`src/rtl/bootsel_pkg.sv`:
```
package bootsel_pkg;
  localparam int unsigned ADDR_W    = 16;
  localparam int unsigned DATA_W    = 8;
  localparam logic [ADDR_W-1:0] WIN_MASK  = 16'hFCFF;
  localparam logic [ADDR_W-1:0] WIN_LIMIT = 16'h001F;
  localparam int unsigned SEL_BIT   = 2;
  localparam int unsigned LOCK_BIT  = 0;

  typedef enum logic {MAP_BOOT = 1'b0, MAP_CART = 1'b1} map_e;
endpackage

```
`src/rtl/bootsel_decode.sv`:
```
module bootsel_decode #(
  parameter int unsigned AW = 16,
  parameter logic [AW-1:0] MASK  = 16'hFCFF,
  parameter logic [AW-1:0] LIMIT = 16'h001F
) (
  input  logic          clk,
  input  logic          rst,
  input  logic [AW-1:0] addr_i,
  input  logic          we_i,
  output logic          wr_hit_o
);
  logic [AW-1:0] masked;

  assign masked   = addr_i & MASK;
  assign wr_hit_o = we_i && (masked <= LIMIT);

  // a hit needs the write strobe; R2: with default mask, upper bits zero
  assert_hit_needs_we_R8: assert property (@(posedge clk) disable iff (rst)
    wr_hit_o |-> we_i);
  assert_hit_in_window_R2: assert property (@(posedge clk) disable iff (rst)
    (wr_hit_o && MASK == 16'hFCFF && LIMIT == 16'h001F)
      |-> (addr_i[AW-1:10] == '0 && addr_i[7:5] == '0));
endmodule

```
`src/rtl/bootsel_state.sv`:
```
module bootsel_state (
  input  logic clk,
  input  logic rst,
  input  logic wr_hit_i,
  input  logic sel_bit_i,
  input  logic lock_bit_i,
  output logic cart_sel_o,
  output logic map_chg_o,
  output logic locked_o
);
  import bootsel_pkg::*;

  map_e map_q;
  logic chg_q;
  logic lock_q;

  always_ff @(posedge clk) begin
    if (rst) begin
      map_q  <= MAP_BOOT;
      chg_q  <= 1'b0;
      lock_q <= 1'b0;
    end else begin
      chg_q <= 1'b0;
      if (wr_hit_i) begin
        if (!lock_q) begin
          map_q <= sel_bit_i ? MAP_CART : MAP_BOOT;
          chg_q <= 1'b1;
        end
        if (lock_bit_i) lock_q <= 1'b1;
      end
    end
  end

  assign cart_sel_o = (map_q == MAP_CART);
  assign map_chg_o  = chg_q;
  assign locked_o   = lock_q;

  assert_sel_follows_R3: assert property (@(posedge clk) disable iff (rst)
    (wr_hit_i && !lock_q) |=> (cart_sel_o == $past(sel_bit_i)));
  assert_strobe_on_write_R4: assert property (@(posedge clk) disable iff (rst)
    (wr_hit_i && !lock_q) |=> map_chg_o);
  assert_strobe_quiet_R4: assert property (@(posedge clk) disable iff (rst)
    !(wr_hit_i && !lock_q) |=> !map_chg_o);
  assert_lock_sets_R5: assert property (@(posedge clk) disable iff (rst)
    (wr_hit_i && lock_bit_i) |=> locked_o);
  assert_lock_sticky_R5: assert property (@(posedge clk) disable iff (rst)
    locked_o |=> locked_o);
  assert_sel_frozen_R7: assert property (@(posedge clk) disable iff (rst)
    locked_o |=> $stable(cart_sel_o));
  assert_idle_stable_R2: assert property (@(posedge clk) disable iff (rst)
    !wr_hit_i |=> ($stable(cart_sel_o) && $stable(locked_o)));
endmodule

```
`src/rtl/bootsel_lock.sv`:
```
module bootsel_lock
  import bootsel_pkg::*;
(
  input  logic              clk,
  input  logic              rst,
  input  logic [ADDR_W-1:0] cpu_addr,
  input  logic [DATA_W-1:0] cpu_wdata,
  input  logic              cpu_we,
  output logic              cart_sel_o,
  output logic              map_chg_o,
  output logic              locked_o
);
  logic wr_hit;
  logic unused_data;

  assign unused_data = ^cpu_wdata;

  bootsel_decode #(
    .AW   (ADDR_W),
    .MASK (WIN_MASK),
    .LIMIT(WIN_LIMIT)
  ) u_decode (
    .clk     (clk),
    .rst     (rst),
    .addr_i  (cpu_addr),
    .we_i    (cpu_we),
    .wr_hit_o(wr_hit)
  );

  bootsel_state u_state (
    .clk       (clk),
    .rst       (rst),
    .wr_hit_i  (wr_hit),
    .sel_bit_i (cpu_wdata[SEL_BIT]),
    .lock_bit_i(cpu_wdata[LOCK_BIT]),
    .cart_sel_o(cart_sel_o),
    .map_chg_o (map_chg_o),
    .locked_o  (locked_o)
  );
endmodule

```
`config.mk`:
```
export PLATFORM = sky130hd
export DESIGN_NAME = bootsel_lock
export DESIGN_NICKNAME = d
export VERILOG_FILES = /design/src/rtl/bootsel_pkg.sv /design/src/rtl/bootsel_decode.sv /design/src/rtl/bootsel_state.sv /design/src/rtl/bootsel_lock.sv
export SDC_FILE = /design/constraint.sdc
export NUM_CORES = 1
export LEC_CHECK = 0
export BUFFER_PORTS_ARGS = -buffer_cell sky130_fd_sc_hd__buf_2
export CAP_MARGIN = 5
export CORE_AREA = 2 2 39 41
export DETAILED_ROUTE_END_ITERATION = 7
export DIE_AREA = 0 0 41 43
export GPL_TIMING_DRIVEN = 0
export HOLD_SLACK_MARGIN = 0.12
export PLACE_DENSITY = 0.5
export SETUP_SLACK_MARGIN = 0.1
export SLEW_MARGIN = 20
export SYNTH_ARGS = -nofsm -noshare
export SYNTH_HDL_FRONTEND = slang
export SYNTH_HIERARCHICAL = 1
export SYNTH_SLANG_ARGS = --single-unit
```
`constraint.sdc`:
```
create_clock -name clk -period 1.31 [get_ports clk]
set_input_delay 0.3275 -clock clk [delete_from_list [all_inputs] [get_ports clk]]
set_output_delay 0.3275 -clock clk [all_outputs]
set_load 0.03 [all_outputs]
```
* After elaboration in Yosys (flattened, before gate mapping)
Index checks and enable logic that the tools add are counted.
Storage, ports and cells: register bits after elaboration 3, bits of input ports 27, output and inout bits 3, logic and storage cells 12
Operators by class: order comparisons 1, multiplexer cells 2, bitwise logic cells 2, reductions and logical operators 4
Operators with widths (count):
- <= comparator 16 x 5 -> 1 bit, second input constant | 1
- AND reduction 2 bit | 2
- 2-to-1 mux 1 bit | 2
- inverter 1 bit | 2
- OR reduction 2 bit | 1
- logical AND 1 bit | 1

* Longest topological paths before layout
Gate-level depths: netlist of the first run.
depth in word-level cells 4, gate-level depth with buffers 4, gate-level depth less buffers 4

* Hierarchy
The synthesis of the first run kept the hierarchy.
Modules (own cells, without submodules):
- bootsel_state | instances 1, cells each 10, area each 122.6 µm², sequential area each 60.1 µm²
- bootsel_decode | instances 1, cells each 3, area each 22.5 µm², sequential area each 0.0 µm²

* Worst setup path before layout of the first run
No wires, ideal clock.
kind input to register, start input cpu_addr[15], end register u_state.chg_q (netlist: u_state/map_chg_o), library setup time 61 ps, data arrival time 1077 ps, data required time 1249 ps, path slack 172 ps, stages 4, cells stage by stage nor4_1 -> and4b_1 -> nor2b_4 -> nor2b_4
On the way: cells in the longest elaborated chain, start to end 4
Ends and longest elaborated chain:
- start: declaration | RTL line bootsel_lock.sv:6 | input logic [ADDR_W-1:0] cpu_addr,
- <= comparator 16 x 5 -> 1 bit | RTL line bootsel_decode.sv:15 | assign wr_hit_o = we_i && (masked <= LIMIT);
- logical AND 1 bit | RTL line bootsel_decode.sv:15
- named net wr_hit | RTL line bootsel_lock.sv:13 | logic wr_hit;
- inverter 1 bit (no line)
- OR reduction 2 bit (no line)
- end signal: assignment | RTL line bootsel_state.sv:20 | chg_q <= 1'b0;
- end signal: assignment | RTL line bootsel_state.sv:23 | chg_q <= 1'b0;
- end signal: assignment | RTL line bootsel_state.sv:27 | chg_q <= 1'b1;
- end: declaration | RTL line bootsel_state.sv:14 | logic chg_q;
The timed path passes the listed nets, and every way through them passes these cells. A chain may end at the register's enable or synchronous reset.

* Worst setup path after layout of the first run
start register u_state.lock_q (netlist: u_state/locked_o), end output locked_o
RTL lines:
- start: declaration | RTL line bootsel_state.sv:15 | logic lock_q;
- start signal: assignment | RTL line bootsel_state.sv:21 | lock_q <= 1'b0;
- start signal: assignment | RTL line bootsel_state.sv:29 | if (lock_bit_i) lock_q <= 1'b1;
- end: declaration | RTL line bootsel_lock.sv:11 | output logic locked_o
No word-level cell between the ends.

==> out/summary.txt, run 1 <==
Floorplan core area: 1380 µm²
Post-CTS setup repair buffer count: 0
End-of-flow core utilization: 0.199
Reg-to-reg startpoint: u_state/locked_o
Sequential Area: 61.3 µm²
Die area: 1760 µm²
Clk root buf: sky130_fd_sc_hd__clkbuf_4
Number of nets in the layout: 61
Cells on worst reg2reg path: 2
CTS Buf Count: 3
Total power draw: 278 µW
Post-Syn Area per Cell: 11.2 µm²
Synthesis Warnings: 6
Grt total ovfl: 0
Vias per cell: 3.69
Routed wirelength normalized by instance count: 10.3 µm
Post-synthesis cell count: 13
Number of global-route vias before repair: 153
CTS clk-pin slew, worst paths: 0.04 ns
Nature of the critical path endpoint: output port
Total Neg Setup Slack: 0 ns
Data required time of the worst path: 0.98 ns
Post-synth design cell area: 145 µm²
First-pass GRT wire length: 724 µm
Buffering stage count on the worst path with inverters included: 1
Commonest register cell after synthesis: sky130_fd_sc_hd__dfxtp_1
Number of port buffers: 16
Commonest cells post-synth: sky130_fd_sc_hd__dfxtp_1, sky130_fd_sc_hd__nor2b_4, sky130_fd_sc_hd__nor4_1
Total of flip-flops plus latches after synthesis: 3
Count of endpoints failing hold in the final timing report: 0
Number of max-cap violations: 0
Proportion of synthesized chip area in sequential cells: 0.414
Launching element type of the critical path: flip-flop
Worst hold path type: in -> reg
Largest net degree at the start of global routing: 5
Launch point of the critical path: u_state/locked_o
Worst setup slack for register-to-register paths: 0.63 ns
Cell-by-cell listing of the critical path: clkbuf_4
Post-synth EDFFs: 0
Number of top-level pins: 30
Number of fillers in the final layout: 153
Initial DRC count: 1
Top-count cell post-synth: sky130_fd_sc_hd__dfxtp_1
Destination of the critical timing path: locked_o
Endpoints failing setup: 0
Synth top area cells: sky130_fd_sc_hd__dfxtp_1, sky130_fd_sc_hd__nor2b_4, sky130_fd_sc_hd__nor4_1
Number of rows created at floorplan: 14
Antenna fix cells: 0
Layout overhead on the synthesized area: 89.7%
RD Place Congestion: 0.727
Count of different cell masters after synthesis: 9
Time the final worst path needs with I/O delays and setup: 1.12 ns
Floorplan die width: 41 µm
Status: finished, final reports clean
Max Clock Freq: 0.889 GHz
Count of vias placed by the detailed router: 181
GR Util All Layers: 0.0741
Antenna violations before repair: 0
Critical path's top delay family: flip-flops
TritonCTS clock tree: done
Leakage power: 0.129 nW
Capture instance of the worst register-to-register path: u_state/cart_sel_o
Leading area contributor after synthesis: sky130_fd_sc_hd__dfxtp_1
Setup slack of the critical path after layout: 0.186 ns
Y dimension of the die: 43 µm
Unrepaired setup endpoints after global routing: no
Share of Yosys cell area claimed by the top area cell type: 0.414
Worst EP arrival: 0.80 ns
Maximum cell stage delay along the critical path: 0.36 ns
Clock net sink count: 3
Slew at the pin closest to its max-slew limit: 0.194 ns
Placement Setup Slack: -0.0157 ns
Cell with the largest stage delay on the worst path: sky130_fd_sc_hd__dfxtp_2
Count of instances resized after the clock tree is built: 0
Number of nets with antenna violations after routing: 0
Final WL: 506 µm
Share of flip-flops with an asynchronous set or reset after synthesis: 0
Crit share post-route: 0.858
Worst hold-check slack: 0.322 ns
Synthesized netlist net count: 40
Worst slew margin relative to its limit: 0.870
Combined area of the multi-input logic cells: 85.1 µm²
Crit path max fanout: 4
Crit. path cell count: 1
Share of post-route cells with drive strength above 1: 0.697
Max-slew violation count: 0
Pwr per Cell Area: 1010 nW/µm²
Number of buffers added to fix hold violations after cts: 0
Count of H-tree levels built during CTS: 1
Crit Path Category: reg -> out
Worst clock skew on the final layout: 0.000595 ns
Number of optimization iterations in the first detailed-route pass: 2
DRC violations left: 0
Buffer depth of the longest clock path: 2
Starting utilization of the core area: 0.105
Largest vdd supply drop: 0.000345 V
Worst-skew pair later-pin latency: 0.23 ns
[sequential cells by signal, summed over array words and instances, names as in the netlist]
name,count
u_state/cart_sel_o,1
u_state/locked_o,1
u_state/map_chg_o,1
[per-stage QoR]
| step | std cells | area, µm² |
|---|---|---|
| floorplan | 13 | 145 |
| global placement | 45 | 245 |
| detailed placement | 45 | 245 |
| CTS | 49 | 272 |
| global route | 49 | 275 |
| finish | 49 | 275 |
[area by class of cell]
| type | instances | area share |
|---|---|---|
| multi-input cells | 10 | 0.309 |
| clock buffers | 4 | 0.0955 |
| well taps | 16 | 0.0727 |
| flip-flops and latches | 3 | 0.223 |
| repair buffers | 16 | 0.300 |
[kinds of logic (layout without fill, tap and decap cells)]
group	count (synthesis)	count (layout)	synth area share
flops	3	3	0.414
buf+inv	0	20	0
simple gates	8	8	0.491
compound gates	2	2	0.0948
[cell usage in the layout, fill, tap and decap left out, drive strengths merged]
master | synthesis | layout
a21oi | 1 | 1
nor2 | 1 | 1
clkbuf | 0 | 5
nand2b | 1 | 1
nor2b | 2 | 2
o21ai | 1 | 1
nand4bb | 1 | 1
buf | 0 | 15
nor4 | 2 | 2
and4b | 1 | 1
dfxtp | 3 | 3
[power breakdown]
group / switching (mW) / total, mW / internal [mW]
sequential: 0.0000430 / 0.0919 / 0.0919
clock: 0.0475 / 0.162 / 0.114
combinational: 0.00925 / 0.0249 / 0.0156
total: 0.0568 / 0.278 / 0.222
[metal layers]
layer  track usage  wire length [µm]
met4        0.0200                 0
met5             0                 0
met2        0.0531               101
met1        0.0987               249
met3         0.120               155
[how the worst min path moves through the flow]
stage,startpoint,endpoint,slack [ns],cells after the start
floorplan,rst,u_state/map_chg_o,0.39,1
global placement,u_state/cart_sel_o,u_state/cart_sel_o,0.47,2
detailed placement,u_state/cart_sel_o,u_state/cart_sel_o,0.47,2
CTS,rst,u_state/map_chg_o,0.31,2
global route,rst,u_state/map_chg_o,0.31,2
finish,rst,u_state/map_chg_o,0.32,2
No activity file was read; power rests on OpenSTA's default activity.
==> run 2, diff against run 1 <==
- PLACE_DENSITY: 0.5 -> not set
- PLACE_DENSITY_LB_ADDON: not set -> 0.12
==> out/summary.txt, run 2 (synthesis results as in run 1) <==
RD Place Congestion: 0.569
Number of rows created at floorplan: 14
Crit share post-route: 0.852
Buffer depth of the longest clock path: 2
Crit path max fanout: 4
Largest vdd supply drop: 0.000228 V
Unrepaired setup endpoints after global routing: no
Clock group share of total power: 0.586
Cells after DPL: 45
Endpoints failing setup: 0
Number of top-level pins: 30
Cell-by-cell listing of the critical path: clkbuf_4
Nature of the critical path endpoint: output port
End-of-flow core utilization: 0.200
Met3 layer wire length in the routed design: 45 µm
Number of port buffers: 16
CTS Buf Count: 3
Met1 wire length: 156 µm
CTS clk-pin slew, worst paths: 0.04 ns
Instance area after placement: 245 µm²
Worst slew margin relative to its limit: 0.863
Count of vias placed by the detailed router: 166
Largest net degree at the start of global routing: 5
Number of global-route vias before repair: 186
First-pass GRT wire length: 634 µm
GR Util All Layers: 0.0591
Number of nets in the layout: 61
Relative contribution of sequential cells to total power: 0.331
Number of max-cap violations: 0
Starting utilization of the core area: 0.105
Max Clock Freq: 0.896 GHz
DRC violations left: 0
Worst-skew pair later-pin latency: 0.23 ns
Floorplan die width: 41 µm
Max-slew violation count: 0
Antenna violations before repair: 0
Layout overhead on the synthesized area: 90.5%
Share of post-route cells with drive strength above 1: 0.727
Vias per cell: 3.39
Leakage power: 0.129 nW
Final WL: 406 µm
Y dimension of the die: 43 µm
Sum of met2 wire segment lengths after detailed routing: 204 µm
Grt total ovfl: 0
Worst hold-check slack: 0.315 ns
Non-filler instance count after layout: 49
Critical path's top delay family: flip-flops
Number of nets with antenna violations after routing: 0
Number of fillers in the final layout: 167
Clk root buf: sky130_fd_sc_hd__clkbuf_4
Sw Pwr: 55.8 µW
Initial DRC count: 0
Count of H-tree levels built during CTS: 1
TritonCTS clock tree: done
Pwr per Cell Area: 1000 nW/µm²
Status: finished, final reports clean
Internal power component: 222 µW
Worst clock skew on the final layout: 0.00489 ns
Crit Path Category: reg -> out
Fin area: 277 µm²
Slew at the pin closest to its max-slew limit: 0.204 ns
Floorplan core area: 1380 µm²
Cell with the largest stage delay on the worst path: sky130_fd_sc_hd__dfxtp_2
Clock net sink count: 3
Maximum cell stage delay along the critical path: 0.36 ns
Number of optimization iterations in the first detailed-route pass: 1
Launching element type of the critical path: flip-flop
Data required time of the worst path: 0.98 ns
Fraction of power spent switching nets: 0.201
Number of buffers added to fix hold violations after cts: 0
Antenna fix cells: 0
Die area: 1760 µm²
Post-CTS setup repair buffer count: 0
Worst hold path type: in -> reg
Highest metal used: met3
Routed wirelength normalized by instance count: 8.29 µm
Buffering stage count on the worst path with inverters included: 1
Count of instances resized after the clock tree is built: 0
Most common library cell in the layout ignoring fill and taps: sky130_fd_sc_hd__buf_2
Top library cells by usage in the layout, fill and taps aside: sky130_fd_sc_hd__buf_2, sky130_fd_sc_hd__clkbuf_4, sky130_fd_sc_hd__nor4_1, sky130_fd_sc_hd__nor2b_4, sky130_fd_sc_hd__dfxtp_1
Count of endpoints failing hold in the final timing report: 0
Worst EP arrival: 0.79 ns
Combinational cell fraction of total power: 0.082
Time the final worst path needs with I/O delays and setup: 1.12 ns
Total power draw: 277 µW
[run 2: worst paths after layout]
| path | slack (ns) | endpoint | from | cells past startpoint |
|---|---|---|---|---|
| setup / recovery | 0.19 | locked_o | u_state/locked_o | 1 |
| hold reg to reg | 0.47 | u_state/cart_sel_o | u_state/cart_sel_o | 2 |
| hold / removal | 0.31 | u_state/map_chg_o | rst | 2 |
| setup reg to reg | 0.63 | u_state/cart_sel_o | u_state/locked_o | 2 |
[run 2: metal layers]
| layer | track usage | up-vias |
|---|---|---|
| li1 | - | 88 |
| met2 | 0.0813 | 6 |
| met5 | 0 | - |
| met3 | 0.0314 | 0 |
| met1 | 0.0575 | 72 |
| met4 | 0.0600 | 0 |
[run 2: final cells by class]
type / instances / area (µm²) / area share
repair buffers: 16 / 82.6 / 0.299
flip-flops and latches: 3 / 61.3 / 0.222
well taps: 16 / 20.0 / 0.0724
multi-input cells: 10 / 86.3 / 0.312
clock buffers: 4 / 26.3 / 0.0950
[run 2: metrics by stage]
| step | setup WS (ns) | setup TNS, ns |
|---|---|---|
| 5_1_grt | 0.114 | 0 |
| 4_1_cts | 0.111 | 0 |
| 2_1_floorplan | 0.172 | 0 |
| 3_5_place_dp | -0.0107 | -0.0129 |
| 3_3_place_gp | 0.00862 | 0 |
| 6_report | 0.194 | 0 |
[run 2: worst register-to-register path, delay by kind of cell (launching register included)]
kind	cells	cell delay (ns)
flip-flops	1	0.36
AND/OR/NAND/NOR	1	0.15
AO/OA/AOI/OAI	1	0.06
[run 2: power by group through the flow]
stage | Combinational, mW | Sequential [mW] | Clock [mW]
2_1_floorplan | 0.00254 | 0.0935 | 0
3_3_place_gp | 0.0223 | 0.0933 | 0
3_5_place_dp | 0.0232 | 0.0933 | 0
4_1_cts | 0.0233 | 0.0919 | 0.170
5_1_grt | 0.0254 | 0.0918 | 0.174
6_report | 0.0229 | 0.0919 | 0.163
